===== config.mk =====
export PLATFORM = sky130hd
export DESIGN_NAME = ep_ready_status
export DESIGN_NICKNAME = d
export VERILOG_FILES = /design/src/rtl/epst_pkg.sv /design/src/rtl/epst_prime_sched.sv /design/src/rtl/epst_hide_window.sv /design/src/rtl/epst_done_bank.sv /design/src/rtl/ep_ready_status.sv
export SDC_FILE = /design/constraint.sdc
export NUM_CORES = 1
export LEC_CHECK = 0
export ABC_CLOCK_PERIOD_IN_PS = 2100
export BUFFER_PORTS_ARGS = -buffer_cell sky130_fd_sc_hd__buf_2
export CAP_MARGIN = 15
export CORE_MARGIN = 3
export CORE_UTILIZATION = 44
export CTS_CLUSTER_DIAMETER = 100
export DETAILED_ROUTE_END_ITERATION = 10
export PLACE_DENSITY_LB_ADDON = 0.3
export SYNTH_ARGS = -nofsm -noshare
export SYNTH_HDL_FRONTEND = slang
export SYNTH_HIERARCHICAL = 1
export SYNTH_SLANG_ARGS = --single-unit

===== constraint.sdc =====
create_clock -name clk -period 2.1 [get_ports clk]
set_input_delay 0.21 -clock clk [delete_from_list [all_inputs] [get_ports clk]]
set_output_delay 0.21 -clock clk [all_outputs]
set_load 0.05 [all_outputs]

===== src/rtl/epst_pkg.sv =====
package epst_pkg;

    typedef enum logic [1:0] {
        SCH_IDLE  = 2'd0,
        SCH_WAIT  = 2'd1,
        SCH_GRANT = 2'd2
    } sched_state_t;

    typedef enum logic {
        HIDE_OFF = 1'b0,
        HIDE_ON  = 1'b1
    } hide_state_t;

    // Channel numbering: receive of endpoint e is 2e, transmit is 2e+1.
    // The scheduler serves channels in ascending number.
    function automatic int unsigned chan_index(input int unsigned ep, input bit is_tx);
        return ep * 2 + (is_tx ? 1 : 0);
    endfunction

endpackage


===== src/rtl/epst_prime_sched.sv =====
module epst_prime_sched
    import epst_pkg::*;
#(
    parameter int NCH   = 8,
    parameter int CH_W  = 3,
    parameter int DLY_W = 4
) (
    input  logic             clk,
    input  logic             rst_n,
    input  logic [NCH-1:0]   prime_req,
    input  logic [NCH-1:0]   kill,
    input  logic [DLY_W-1:0] delay_len,
    output logic             grant_vld,
    output logic [CH_W-1:0]  grant_chan,
    output logic [NCH-1:0]   pend_o
);

    sched_state_t     state_q, state_d;
    logic [NCH-1:0]   pend_q, pend_d;
    logic [CH_W-1:0]  chan_q;
    logic [DLY_W-1:0] cnt_q;
    logic [CH_W-1:0]  pick;
    logic             pick_vld;
    logic [NCH-1:0]   served;
    logic [NCH-1:0]   lo_mask;

    // lowest pending channel wins
    always_comb begin
        pick     = '0;
        pick_vld = 1'b0;
        for (int i = NCH - 1; i >= 0; i--) begin
            if (pend_q[i]) begin
                pick     = CH_W'(i);
                pick_vld = 1'b1;
            end
        end
    end

    // state register
    always_ff @(posedge clk) begin
        if (!rst_n) state_q <= SCH_IDLE;
        else        state_q <= state_d;
    end

    // next state
    always_comb begin
        state_d = state_q;
        unique case (state_q)
            SCH_IDLE:  if (pick_vld)        state_d = SCH_WAIT;
            SCH_WAIT:  if (cnt_q == '0)     state_d = SCH_GRANT;
            SCH_GRANT:                      state_d = SCH_IDLE;
            default:                        state_d = SCH_IDLE;
        endcase
    end

    // outputs
    always_comb begin
        grant_vld = 1'b0;
        served    = '0;
        unique case (state_q)
            SCH_GRANT: begin
                grant_vld = pend_q[chan_q] & ~kill[chan_q];
                served    = NCH'(1) << chan_q;
            end
            SCH_IDLE, SCH_WAIT: ;
            default: ;
        endcase
    end

    assign grant_chan = chan_q;
    assign pend_o     = pend_q;

    // a clear source cancels a queued prime as well
    assign pend_d = ((pend_q & ~served) | prime_req) & ~kill;

    always_ff @(posedge clk) begin
        if (!rst_n) begin
            pend_q <= '0;
            chan_q <= '0;
            cnt_q  <= '0;
        end else begin
            pend_q <= pend_d;
            if (state_q == SCH_IDLE && pick_vld) begin
                chan_q <= pick;
                cnt_q  <= delay_len;
            end else if (state_q == SCH_WAIT && cnt_q != '0) begin
                cnt_q  <= cnt_q - DLY_W'(1);
            end
        end
    end

    assign lo_mask = (NCH'(1) << chan_q) - NCH'(1);

    assert_wait_countdown_R2: assert property (@(posedge clk) disable iff (!rst_n)
        (state_q == SCH_WAIT && cnt_q != '0) |=>
            (state_q == SCH_WAIT && cnt_q == $past(cnt_q) - DLY_W'(1)))
        else $error("wait counter did not step down by one");

    assert_lowest_first_R3: assert property (@(posedge clk) disable iff (!rst_n)
        (state_q == SCH_IDLE && pick_vld) |=>
            (state_q == SCH_WAIT && ($past(pend_q) & lo_mask) == '0))
        else $error("scheduler skipped a lower pending channel");

endmodule


===== src/rtl/epst_hide_window.sv =====
module epst_hide_window
    import epst_pkg::*;
#(
    parameter int HIDE_CYC = 3
) (
    input  logic clk,
    input  logic rst_n,
    input  logic start,
    output logic hide_o
);

    localparam int CW = (HIDE_CYC > 1) ? $clog2(HIDE_CYC) : 1;

    hide_state_t state_q, state_d;
    logic [CW-1:0] cnt_q;

    always_ff @(posedge clk) begin
        if (!rst_n) state_q <= HIDE_OFF;
        else        state_q <= state_d;
    end

    always_comb begin
        state_d = state_q;
        unique case (state_q)
            HIDE_OFF: if (start)                  state_d = HIDE_ON;
            HIDE_ON:  if (!start && cnt_q == '0)  state_d = HIDE_OFF;
            default:                              state_d = HIDE_OFF;
        endcase
    end

    always_comb begin
        hide_o = 1'b0;
        unique case (state_q)
            HIDE_ON:  hide_o = 1'b1;
            HIDE_OFF: hide_o = 1'b0;
            default:  hide_o = 1'b0;
        endcase
    end

    always_ff @(posedge clk) begin
        if (!rst_n)            cnt_q <= '0;
        else if (start)        cnt_q <= CW'(HIDE_CYC - 1);
        else if (cnt_q != '0)  cnt_q <= cnt_q - CW'(1);
    end

    assert_retire_hides_R6: assert property (@(posedge clk) disable iff (!rst_n)
        start |=> hide_o)
        else $error("retire event did not open the hide window");

endmodule


===== src/rtl/epst_done_bank.sv =====
module epst_done_bank #(
    parameter int NCH = 8
) (
    input  logic           clk,
    input  logic           rst_n,
    input  logic [NCH-1:0] evt,
    input  logic           evt_ioc,
    input  logic [NCH-1:0] w1c,
    output logic [NCH-1:0] done_o,
    output logic           int_o
);

    logic [NCH-1:0] done_q;
    logic [NCH-1:0] tag_q;

    // event beats a same-cycle clear
    always_ff @(posedge clk) begin
        if (!rst_n) begin
            done_q <= '0;
            tag_q  <= '0;
        end else begin
            done_q <= (done_q & ~w1c) | evt;
            tag_q  <= (tag_q & ~w1c) | (evt & {NCH{evt_ioc}});
        end
    end

    assign done_o = done_q;
    assign int_o  = |tag_q;

    assert_int_has_bit_R10: assert property (@(posedge clk) disable iff (!rst_n)
        int_o |-> (done_q != '0))
        else $error("interrupt high with no completion bit set");

    for (genvar i = 0; i < NCH; i++) begin : g_chk
        assert_evt_wins_R8: assert property (@(posedge clk) disable iff (!rst_n)
            evt[i] |=> done_q[i])
            else $error("completion bit %0d lost its event", i);

        assert_ioc_together_R9: assert property (@(posedge clk) disable iff (!rst_n)
            (evt[i] && evt_ioc) |=> (done_q[i] && int_o))
            else $error("completion bit %0d and interrupt not raised together", i);
    end

endmodule


===== src/rtl/ep_ready_status.sv =====
module ep_ready_status
    import epst_pkg::*;
#(
    parameter int NUM_EP    = 4,
    parameter int DATA_W    = 32,
    parameter int TX_LSB    = 16,
    parameter int RX_LSB    = 0,
    parameter int ADDR_W    = 2,
    parameter int STAT_ADDR = 0,
    parameter int DONE_ADDR = 1,
    parameter int DLY_W     = 4,
    parameter int HIDE_CYC  = 3
) (
    input  logic              clk,
    input  logic              rst_n,
    input  logic [NUM_EP-1:0] prime_tx,
    input  logic [NUM_EP-1:0] prime_rx,
    input  logic [DLY_W-1:0]  prime_delay,
    input  logic [NUM_EP-1:0] flush_tx,
    input  logic [NUM_EP-1:0] flush_rx,
    input  logic [NUM_EP-1:0] dma_clr_tx,
    input  logic [NUM_EP-1:0] dma_clr_rx,
    input  logic              bus_reset,
    input  logic [NUM_EP-1:0] retire_tx,
    input  logic [NUM_EP-1:0] retire_rx,
    input  logic [NUM_EP-1:0] xfer_done_tx,
    input  logic [NUM_EP-1:0] xfer_done_rx,
    input  logic              xfer_ioc,
    input  logic              reg_wr,
    input  logic [ADDR_W-1:0] reg_addr,
    input  logic [DATA_W-1:0] reg_wdata,
    output logic [DATA_W-1:0] reg_rdata,
    output logic              usb_int
);

    localparam int NCH  = 2 * NUM_EP;
    localparam int CH_W = (NCH > 1) ? $clog2(NCH) : 1;

    logic [NCH-1:0]  prime_ch, kill_ch, retire_ch, evt_ch, w1c_ch;
    logic [NCH-1:0]  ready_q, set_vec, hide_ch, vis_ch, done_ch, pend_ch;
    logic            grant_vld;
    logic [CH_W-1:0] grant_chan;
    logic            done_wr;
    logic            unused_wdata;

    assign done_wr      = reg_wr && (reg_addr == ADDR_W'(DONE_ADDR));
    assign unused_wdata = ^reg_wdata;

    // fold per-direction masks onto channel numbers
    for (genvar e = 0; e < NUM_EP; e++) begin : g_map
        localparam int CR = chan_index(e, 1'b0);
        localparam int CT = chan_index(e, 1'b1);
        assign prime_ch[CR]  = prime_rx[e];
        assign prime_ch[CT]  = prime_tx[e];
        assign kill_ch[CR]   = bus_reset | flush_rx[e] | dma_clr_rx[e];
        assign kill_ch[CT]   = bus_reset | flush_tx[e] | dma_clr_tx[e];
        assign retire_ch[CR] = retire_rx[e];
        assign retire_ch[CT] = retire_tx[e];
        assign evt_ch[CR]    = xfer_done_rx[e];
        assign evt_ch[CT]    = xfer_done_tx[e];
        assign w1c_ch[CR]    = done_wr & reg_wdata[RX_LSB + e];
        assign w1c_ch[CT]    = done_wr & reg_wdata[TX_LSB + e];
    end

    epst_prime_sched #(
        .NCH   (NCH),
        .CH_W  (CH_W),
        .DLY_W (DLY_W)
    ) u_sched (
        .clk        (clk),
        .rst_n      (rst_n),
        .prime_req  (prime_ch),
        .kill       (kill_ch),
        .delay_len  (prime_delay),
        .grant_vld  (grant_vld),
        .grant_chan (grant_chan),
        .pend_o     (pend_ch)
    );

    assign set_vec = grant_vld ? (NCH'(1) << grant_chan) : '0;

    always_ff @(posedge clk) begin
        if (!rst_n) ready_q <= '0;
        else        ready_q <= (ready_q | set_vec) & ~kill_ch;
    end

    for (genvar c = 0; c < NCH; c++) begin : g_hide
        epst_hide_window #(
            .HIDE_CYC (HIDE_CYC)
        ) u_hide (
            .clk    (clk),
            .rst_n  (rst_n),
            .start  (retire_ch[c]),
            .hide_o (hide_ch[c])
        );

        assert_ready_needs_prime_R2: assert property (@(posedge clk) disable iff (!rst_n)
            (ready_q[c] && !$past(ready_q[c])) |-> $past(pend_ch[c]))
            else $error("ready bit %0d rose without a pending prime", c);

        assert_clear_wins_R4: assert property (@(posedge clk) disable iff (!rst_n)
            kill_ch[c] |=> !ready_q[c])
            else $error("ready bit %0d survived a clear", c);
    end

    assign vis_ch = ready_q & ~hide_ch;

    epst_done_bank #(
        .NCH (NCH)
    ) u_done (
        .clk     (clk),
        .rst_n   (rst_n),
        .evt     (evt_ch),
        .evt_ioc (xfer_ioc),
        .w1c     (w1c_ch),
        .done_o  (done_ch),
        .int_o   (usb_int)
    );

    always_comb begin
        reg_rdata = '0;
        if (reg_addr == ADDR_W'(STAT_ADDR)) begin
            for (int e = 0; e < NUM_EP; e++) begin
                reg_rdata[RX_LSB + e] = vis_ch[2 * e];
                reg_rdata[TX_LSB + e] = vis_ch[2 * e + 1];
            end
        end else if (reg_addr == ADDR_W'(DONE_ADDR)) begin
            for (int e = 0; e < NUM_EP; e++) begin
                reg_rdata[RX_LSB + e] = done_ch[2 * e];
                reg_rdata[TX_LSB + e] = done_ch[2 * e + 1];
            end
        end
    end

endmodule


# After elaboration in Yosys (flattened, before gate mapping)
# Cells that the tools add are included.
[classes]
n_addsub = 9
order_cmp = 1
eq_ne = 5
n_shift = 1
n_mux = 80
bitwise_logic = 50
reduce_logical = 58
[op_table]
columns = ["cell", "count"]
rows = [
  ["8-bit bitwise AND", 7],
  ["2-bit 2-to-1 mux", 18],
  ["2-bit nonzero test", 17],
  ["8-bit inverter", 4],
  ["8-bit OR", 4],
  ["1-bit one-hot mux with 2 select lines", 16],
  ["1-bit 2-to-1 mux", 27],
  ["3-bit 2-to-1 mux", 8],
  ["4-bit 2-to-1 mux", 6],
  ["2-bit zero test", 10],
  ["8-bit 2-to-1 mux", 2],
  ["1-bit OR", 16],
  ["2-bit OR reduction", 8],
  ["2-bit by 1-bit subtractor with 2-bit output (second input constant)", 8],
  ["1-bit logical AND", 11],
  ["1-bit inverter", 10],
  ["1-bit bitwise AND", 9],
  ["1-bit zero test", 8],
  ["8-bit OR reduction", 1],
  ["1-bit by 3-bit left shift with 8-bit output (first input constant)", 1],
  ["1-bit binary-select mux with 3-bit select", 2],
  ["2-bit by 1-bit == test with 1-bit output (second input constant)", 2],
  ["4-bit zero test", 1],
  ["3-bit by 4-bit less-than comparator with 1-bit output (second input constant)", 1],
  ["other kinds (6)", 7],
]
[totals]
reg_bits = 65
out_inout_bits = 33

# Logic depth before layout (Yosys ltp)
# Gate-level depths: netlist of the first run.
[depth]
depth_word = 10
depth_mapped = 7
mapped_depth_nobuf = 7

# Hierarchy
# Netlist of the first run, hierarchy kept.
[modules_own_cells]
columns = ["module", "instances", "cells_each", "area_each_um2", "seq_area_each_um2"]
rows = [
  ["epst_prime_sched", 1, 111, 913.4, 340.3],
  ["epst_hide_window", 8, 9, 97.6, 60.1],
  ["ep_ready_status", 1, 100, 773.2, 160.2],
  ["epst_done_bank", 1, 61, 624.3, 320.3],
]

# Least setup slack after synthesis of the first run
# Ideal clock, no wire load.
[synth_timing]
kind = "input port to flip-flop"
startpoint = "in bus_reset"
endpoint = "reg ready_q[0]"
setup_time_ps = 79
arrival_time_ps = 2135
t_required_ps = 2021
path_slack_ps = -114
stages = 7
n_path_buf = 0
cell_sequence = "or3_1 > nand2b_1 > o221ai_1 > o21ai_0 > o21ai_0 > or4b_1 > a211oi_2"
[synth_via]
elab_chain_len = 10
elab_cells_between_ends = 25
[synth_lines]
columns = ["item", "line", "rtl"]
rows = [
  ["start, declared", "ep_ready_status.sv:23", "input logic bus_reset,"],
  ["1-bit OR (on tied branches) (2 in series)", "ep_ready_status.sv:55, ep_ready_status.sv:56", ""],
  ["1-bit binary-select mux with 3-bit select (*)", "epst_prime_sched.sv:62", "grant_vld = pend_q[chan_q] & ~kill[chan_q];"],
  ["1-bit 2-to-1 mux (not written as such) (*)", "epst_prime_sched.sv:62", ""],
  ["1-bit inverter (*)", "epst_prime_sched.sv:62", ""],
  ["1-bit bitwise AND (*)", "epst_prime_sched.sv:62", ""],
  ["1-bit 2-to-1 mux (*)", "epst_prime_sched.sv:60", "unique case (state_q)"],
  ["via grant_vld", "ep_ready_status.sv:41", "logic grant_vld;"],
  ["8-bit 2-to-1 mux (*)", "ep_ready_status.sv:80", "assign set_vec = grant_vld ? (NCH'(1) << grant_chan) : '0;"],
  ["8-bit OR (*)", "ep_ready_status.sv:84", "else ready_q <= (ready_q | set_vec) & ~kill_ch;"],
  ["8-bit bitwise AND (*)", "ep_ready_status.sv:84", ""],
  ["end signal, assigned", "ep_ready_status.sv:84", ""],
  ["end, declared", "ep_ready_status.sv:40", "logic [NCH-1:0] ready_q, set_vec, hide_ch, vis_ch, done_ch, pend_ch;"],
]
# Mark *: on every way through the listed nets, which the timed path passes. The rest lies on a longest branch. The select of a mux whose other input is x is not followed.
# A chain may end at the register's enable or synchronous reset.

# Final worst setup path of the first run
[layout_timing]
startpoint = "reg ready_q[7]"
endpoint = "out reg_rdata[19]"
[layout_via]
elab_chain_len = 2
[layout_lines]
columns = ["item", "line", "rtl"]
rows = [
  ["8-bit bitwise AND", "ep_ready_status.sv:106", "assign vis_ch = ready_q & ~hide_ch;"],
  ["4-bit 2-to-1 mux", "ep_ready_status.sv:122", "if (reg_addr == ADDR_W'(STAT_ADDR)) begin"],
  ["end, declared", "ep_ready_status.sv:32", "output logic [DATA_W-1:0] reg_rdata,"],
]
# No other way between the ends.

==> impl_metrics.yaml, run 1 <==
timing:
  finalCritPeriodShare: 0.8746
  skew_ns: 0.004041
  setup_viol: 0
  tns_ns: 0
  fmax_mhz: 544.5
  fin_ws_ns: 0.2634
  hold_viol: 0
  drv_slew: 0
  fin_crit_ns: 1.837
  rsz0062_at_grt: "no"
floorplan:
  num_rows: 29
  die_y_um: 89.83
  ioPinCount: 116
  coreArea_mm2: 0.006568
  initial_core_util: 0.4708
  fp.dieArea_mm2: 0.008069
  die_w_um: 89.83
clock_network:
  clkLatencyLatePin_ns: 0.33
  hold_buffers: 0
  cts_tree: "done"
  cts_buffers: 9
  clkSinkCount: 65
  ctsRootBufferMaster: "clkbuf_8"
  cts_setup_buffers: 0
  clock_path_buffers: 2
  cts.repair.resized: 0
  htree_num_levels: 3
  clk_pin_slew_ns: 0.07
layout:
  nNetsFinal: 512
  num-fill-cells: 620
  antennaDiodeCount: 0
  stdcell_count: 525
  drive_above_1_share: 0.2917
  fin_area_mm2: 0.003699
  synthToLayoutAreaGrowth_pct: 19.63
  fin_util: 0.5632
synthesis:
  synth-xor-area-share: 0.002833
  synthAdderAreaFrac: 0.004047
  synth_seq_cells: 65
  synth-edff-count: 0
  seq_area_frac_synth: 0.4209
  muxShareOfSynthArea: 0.006880
  synth-simple-area-share: 0.2914
  synthArstFlopShare: 0
  synth_top_family_by_area: "simple AND/OR/NAND/NOR gates"
  avgSynthCellArea_um2: 8.988
  yosys_warnings: 6
  synth_compound_area_frac: 0.1748
  syn_inst: 344
  synth_area_mm2: 0.003092
  synth_top_flop_cell: "dfxtp_1"
  ys_types: 49
power:
  power_density_mw_per_mm2: 762.1
  vdd.ir_drop.worst_uv: 431.6
  leakagePower_nw: 1.490
route:
  wire_per_inst_um: 12.83
  dr.first_iter.drc_count: 89
  vias: 2616
  wl_met3_um: 454
  drc: 0
  ant_nets: 0
  drt_first_pass_iters: 5
  post_drt_via_cell_ratio: 4.983
  routed_wirelength_um: 6736
  dr_wl_met2_um: 3033
  wl_met1_um: 3182
  top_layer: "met4"
placed_design:
  dp_worst_setup_slack_ns: -0.01558
  dpl.hpwl_um: 5090
  dpl_cell_area_mm2: 0.003503
  gp_congestion: 0.8581
  port_buffers: 67
  placed_cells: 510
grt:
  gr-total-overflow: 0
  first_global_vias: 2439
  antenna_found_initial: 0
  grt_pass1_wl_um: 11320
  grt_max_degree: 29
  grt_usage: 0.1699
flow_run:
  maxCapViolCount: 0
setup_path:
  worstPathCellList: "or3b_2 -> a21oi_1 -> buf_2"
  worstSetupPathType: "reg -> out"
  cp.arrival_ns: 1.63
  crit_required_ns: 1.89
  cp_max_fo: 2
  critPathSlowestCell: "or3b_2"
  startpoint_type: "register"
  max_stage_delay_ns: 0.46
  cp-end-kind: "primary output"
hold_path:
  hp-class: "in -> reg"
run_status:
  status: "finished, final reports clean"
[cells in the final DEF (no fill, tap or decap), types with 9 or more instances in the layout]
master,count
buf_2,67
nand2_1,26
conb_1,24
nor3_1,17
dfxtp_1,64
clkbuf_8,10
or3b_2,10
nor2_1,15
buf_4,16
o21ai_0,14
inv_1,15
nor2b_1,16
nand2b_1,13
a21oi_1,28
and2_1,9
[worst max-delay path, delay by kind of cell, from the launching register on]
family	cells	cell delay [ns]
and+or+nand+nor	1	0.46
buffers and inverters	1	0.29
AOI/OAI and AO/OA	1	0.20
DFF	1	0.34
[routing by layer]
layer | track usage | vias up
li1 | - | 1340
met1 | 0.2246 | 1186
met2 | 0.2594 | 84
met3 | 0.06344 | 6
met4 | 0.04981 | 0
met5 | 0 | -
[layout make-up]
cell class	count	area [um^2]	area share
Clock inverter	5	56.30	0.01522
Tap cell	93	116.4	0.03146
Inverter	15	56.30	0.01522
Clock buffer	10	137.6	0.03721
Sequential cell	65	1303	0.3522
Timing Repair Buffer	83	455.4	0.1231
Multi-Input combinational cell	254	1574	0.4256
[power by group]
part	switching (W)	internal (W)	leakage, nW
logic	0.000276	0.000166	0.857
clock network	0.000461	0.000571	0.0981
registers	0.0000467	0.00130	0.535
total	0.000784	0.00203	1.49
[synthesized netlist by cell type, types with 9 or more instances]
cell type,number,area share
nand2_1,26,0.032
nor2_1,15,0.018
dfxtp_1,65,0.42
o21ai_0,15,0.024
nor2b_1,16,0.032
or3b_2,10,0.028
and2_1,9,0.018
buf_4,25,0.061
inv_1,15,0.018
nor3_1,17,0.028
a21oi_1,28,0.045
nand2b_1,13,0.026
[final timing paths]
check,startpoint,endpoint,slack (ns),cells past startpoint
worst max-delay path,ready_q[7],reg_rdata[19],0.26,3
worst min-delay path,xfer_done_tx[3],u_done/done_o[7],0.1,2
worst max register to register,u_sched/grant_chan[1],ready_q[0],0.28,6
worst min register to register,ready_q[1],ready_q[1],0.45,2
[sequential cells by signal (all words and copies together) (netlist names)]
| name | count |
|---|---|
| u_sched/state_q | 2 |
| g_hide.u_hide/cnt_q | 16 |
| u_sched/cnt_q | 4 |
| g_hide.u_hide/state_q | 8 |
| u_done/tag_q | 8 |
| u_sched/grant_chan | 3 |
| u_done/done_o | 8 |
| ready_q | 8 |
| u_sched/pend_o | 8 |
[stage by stage]
| step | total power, W | hold WS [ns] |
|---|---|---|
| after CTS | 0.002853 | 0.08357 |
| after global routing | 0.002961 | 0.08370 |
| after floorplan | 0.001718 | 0.3338 |
| after global placement | 0.001805 | 0.4330 |
| final | 0.002819 | 0.09838 |
| after detailed placement | 0.001814 | 0.4412 |
[logic make-up after synthesis]
| family | count (synthesis) |
|---|---|
| xor+xnor | 1 |
| fa+ha+maj | 1 |
| compound gates | 81 |
| flops | 65 |
| simple gates | 145 |
| other cells | 1 |
| mux | 2 |
| buf+inv | 48 |
Note: power is estimated with default switching activity, not from simulation.
==> run 2, diff against run 1 <==
- PLACE_DENSITY_LB_ADDON: 0.3 -> 0.12
==> run 2 against run 1 <==
Combinational power grew 0.9%. Critical path depth is 3 higher. Via count about the same. Worst hold slack lost 0.015 ns. Flip-flop and latch count unchanged. Total power increased by 1.7%. Sequential share of layout area fell by 0.19 points. Non-clock buffer count is 1 higher. Critical endpoint is now ready_q[0]. Largest cell class unchanged.
==> impl_metrics.yaml, run 2 (synthesis results as in run 1) <==
timing:
  tns_ns: 0
  fin_crit_ns: 1.889
  setup_viol: 0
  fmax_mhz: 529.3
  rsz0062_at_grt: "no"
  finalCritPeriodShare: 0.8997
  hold_viol: 0
  skew_ns: 0.007985
  fin_ws_ns: 0.2107
  drv_slew: 0
clock_network:
  cts.repair.resized: 0
  clk_pin_slew_ns: 0.08
  clkLatencyLatePin_ns: 0.35
  clock_path_buffers: 2
  hold_buffers: 0
  ctsRootBufferMaster: "clkbuf_8"
  cts_tree: "done"
  htree_num_levels: 3
  cts_buffers: 9
  cts_setup_buffers: 0
  clkSinkCount: 65
route:
  ant_nets: 0
  post_drt_via_cell_ratio: 4.956
  drc: 0
  dr.first_iter.drc_count: 135
  wire_per_inst_um: 13.22
  routed_wirelength_um: 6978
  drt_first_pass_iters: 4
  vias: 2617
placed_design:
  placed_cells: 511
  dp_worst_setup_slack_ns: -0.009135
  port_buffers: 67
  gp_congestion: 0.8216
  dpl.hpwl_um: 5363
grt:
  grt_usage: 0.1776
  first_global_vias: 2500
  grt_max_degree: 24
  antenna_found_initial: 1
  gr-total-overflow: 0
  grt_pass1_wl_um: 11740
setup_path:
  startpoint_type: "register"
  cp_max_fo: 10
  r2r_start: "u_sched/grant_chan[1]"
  timing.rr.end: "ready_q[0]"
  worstPathCellList: "nand2_1 -> o221ai_1 -> o21ai_0 -> o21ai_1 -> or4b_1 -> a211oi_2"
  crit_required_ns: 2.38
  cp.arrival_ns: 2.17
  critPathSlowestCell: "dfxtp_1"
  max_stage_delay_ns: 0.52
  r2r_slack_ns: 0.21
  rr_worst_depth: 6
  worstSetupPathType: "reg -> reg"
  cp-end-kind: "register"
layout:
  layout_commonest_cell: "buf_2"
  fin_util: 0.5656
  final_cell_mix: "buf_2, dfxtp_1, a21oi_1, nand2_1, conb_1"
  stdcell_count: 528
  largest_reg_flops: 16
  nNetsFinal: 513
  synthToLayoutAreaGrowth_pct: 20.15
  drive_above_1_share: 0.2926
  regMostFlops: "g_hide.u_hide/cnt_q"
floorplan:
  die_w_um: 89.83
  coreArea_mm2: 0.006568
  fp.dieArea_mm2: 0.008069
  initial_core_util: 0.4708
  die_y_um: 89.83
  ioPinCount: 116
  num_rows: 29
flow_run:
  maxCapViolCount: 0
run_status:
  status: "finished, final reports clean"
power:
  finalPower_w: 0.002867
  leakagePower_nw: 1.496
  power_density_mw_per_mm2: 771.7
  vdd.ir_drop.worst_uv: 601.1
hold_path:
  worstHoldStart: "xfer_done_rx[1]"
  holdPathEnd: "u_done/done_o[2]"
  hp-class: "in -> reg"
  worstHoldPathCells: 2
## run 2: changes by cell type in the layout (fill, tap and decap cells not counted), sizes merged
cell and change:
inv +2, diode +1, clkbuf -1, buf +1
## run 2: worst max-delay path by stage
stage                                      from             to  slack (ns)  depth (start not counted)
after floorplan                       bus_reset     ready_q[0]        0.03                          7
final                     u_sched/grant_chan[1]     ready_q[0]        0.21                          6
after CTS                            ready_q[7]  reg_rdata[19]        0.23                          3
after global placement                bus_reset     ready_q[0]        0.04                          8
after detailed placement              bus_reset     ready_q[0]      -0.009                          8
after global routing      u_sched/grant_chan[1]     ready_q[0]        0.06                          6
## run 2: metrics by stage
stage	area [um^2]	hold WS (ns)
floorplan	3178	0.3338
global placement	3511	0.4378
detailed placement	3511	0.4417
CTS	3712	0.07293
global route	3715	0.06406
finish	3715	0.08356
## run 2: per-layer routing
layer  global-route usage  routed length (um)
met1               0.2146                3108
met2               0.2976                3383
met5                    0                   0
met3              0.06427                 370
met4              0.05109                 114
## run 2: where the power goes
group,internal [W],total [W],leakage (nW),switching [W]
registers,0.00130,0.00134,0.534,0.0000448
logic,0.000167,0.000446,0.862,0.000278
clock network,0.000558,0.00108,0.100,0.000521
## run 2: layout make-up
cell class | count | area [um^2]
sequential | 65 | 1301
clock inverter | 7 | 77.57
tap | 93 | 116.4
antenna | 1 | 2.502
timing repair buffer | 84 | 462.9
inverter | 15 | 56.30
multi-input combinational | 254 | 1574
fill | 646 | 2853
clock buffer | 9 | 123.9
## run 2: critical path: cells and delay by family, from the launching register on
| kind | cells | cell delay (ns) |
|---|---|---|
| simple gates | 2 | 0.57 |
| flops | 1 | 0.52 |
| compound gates | 4 | 0.73 |
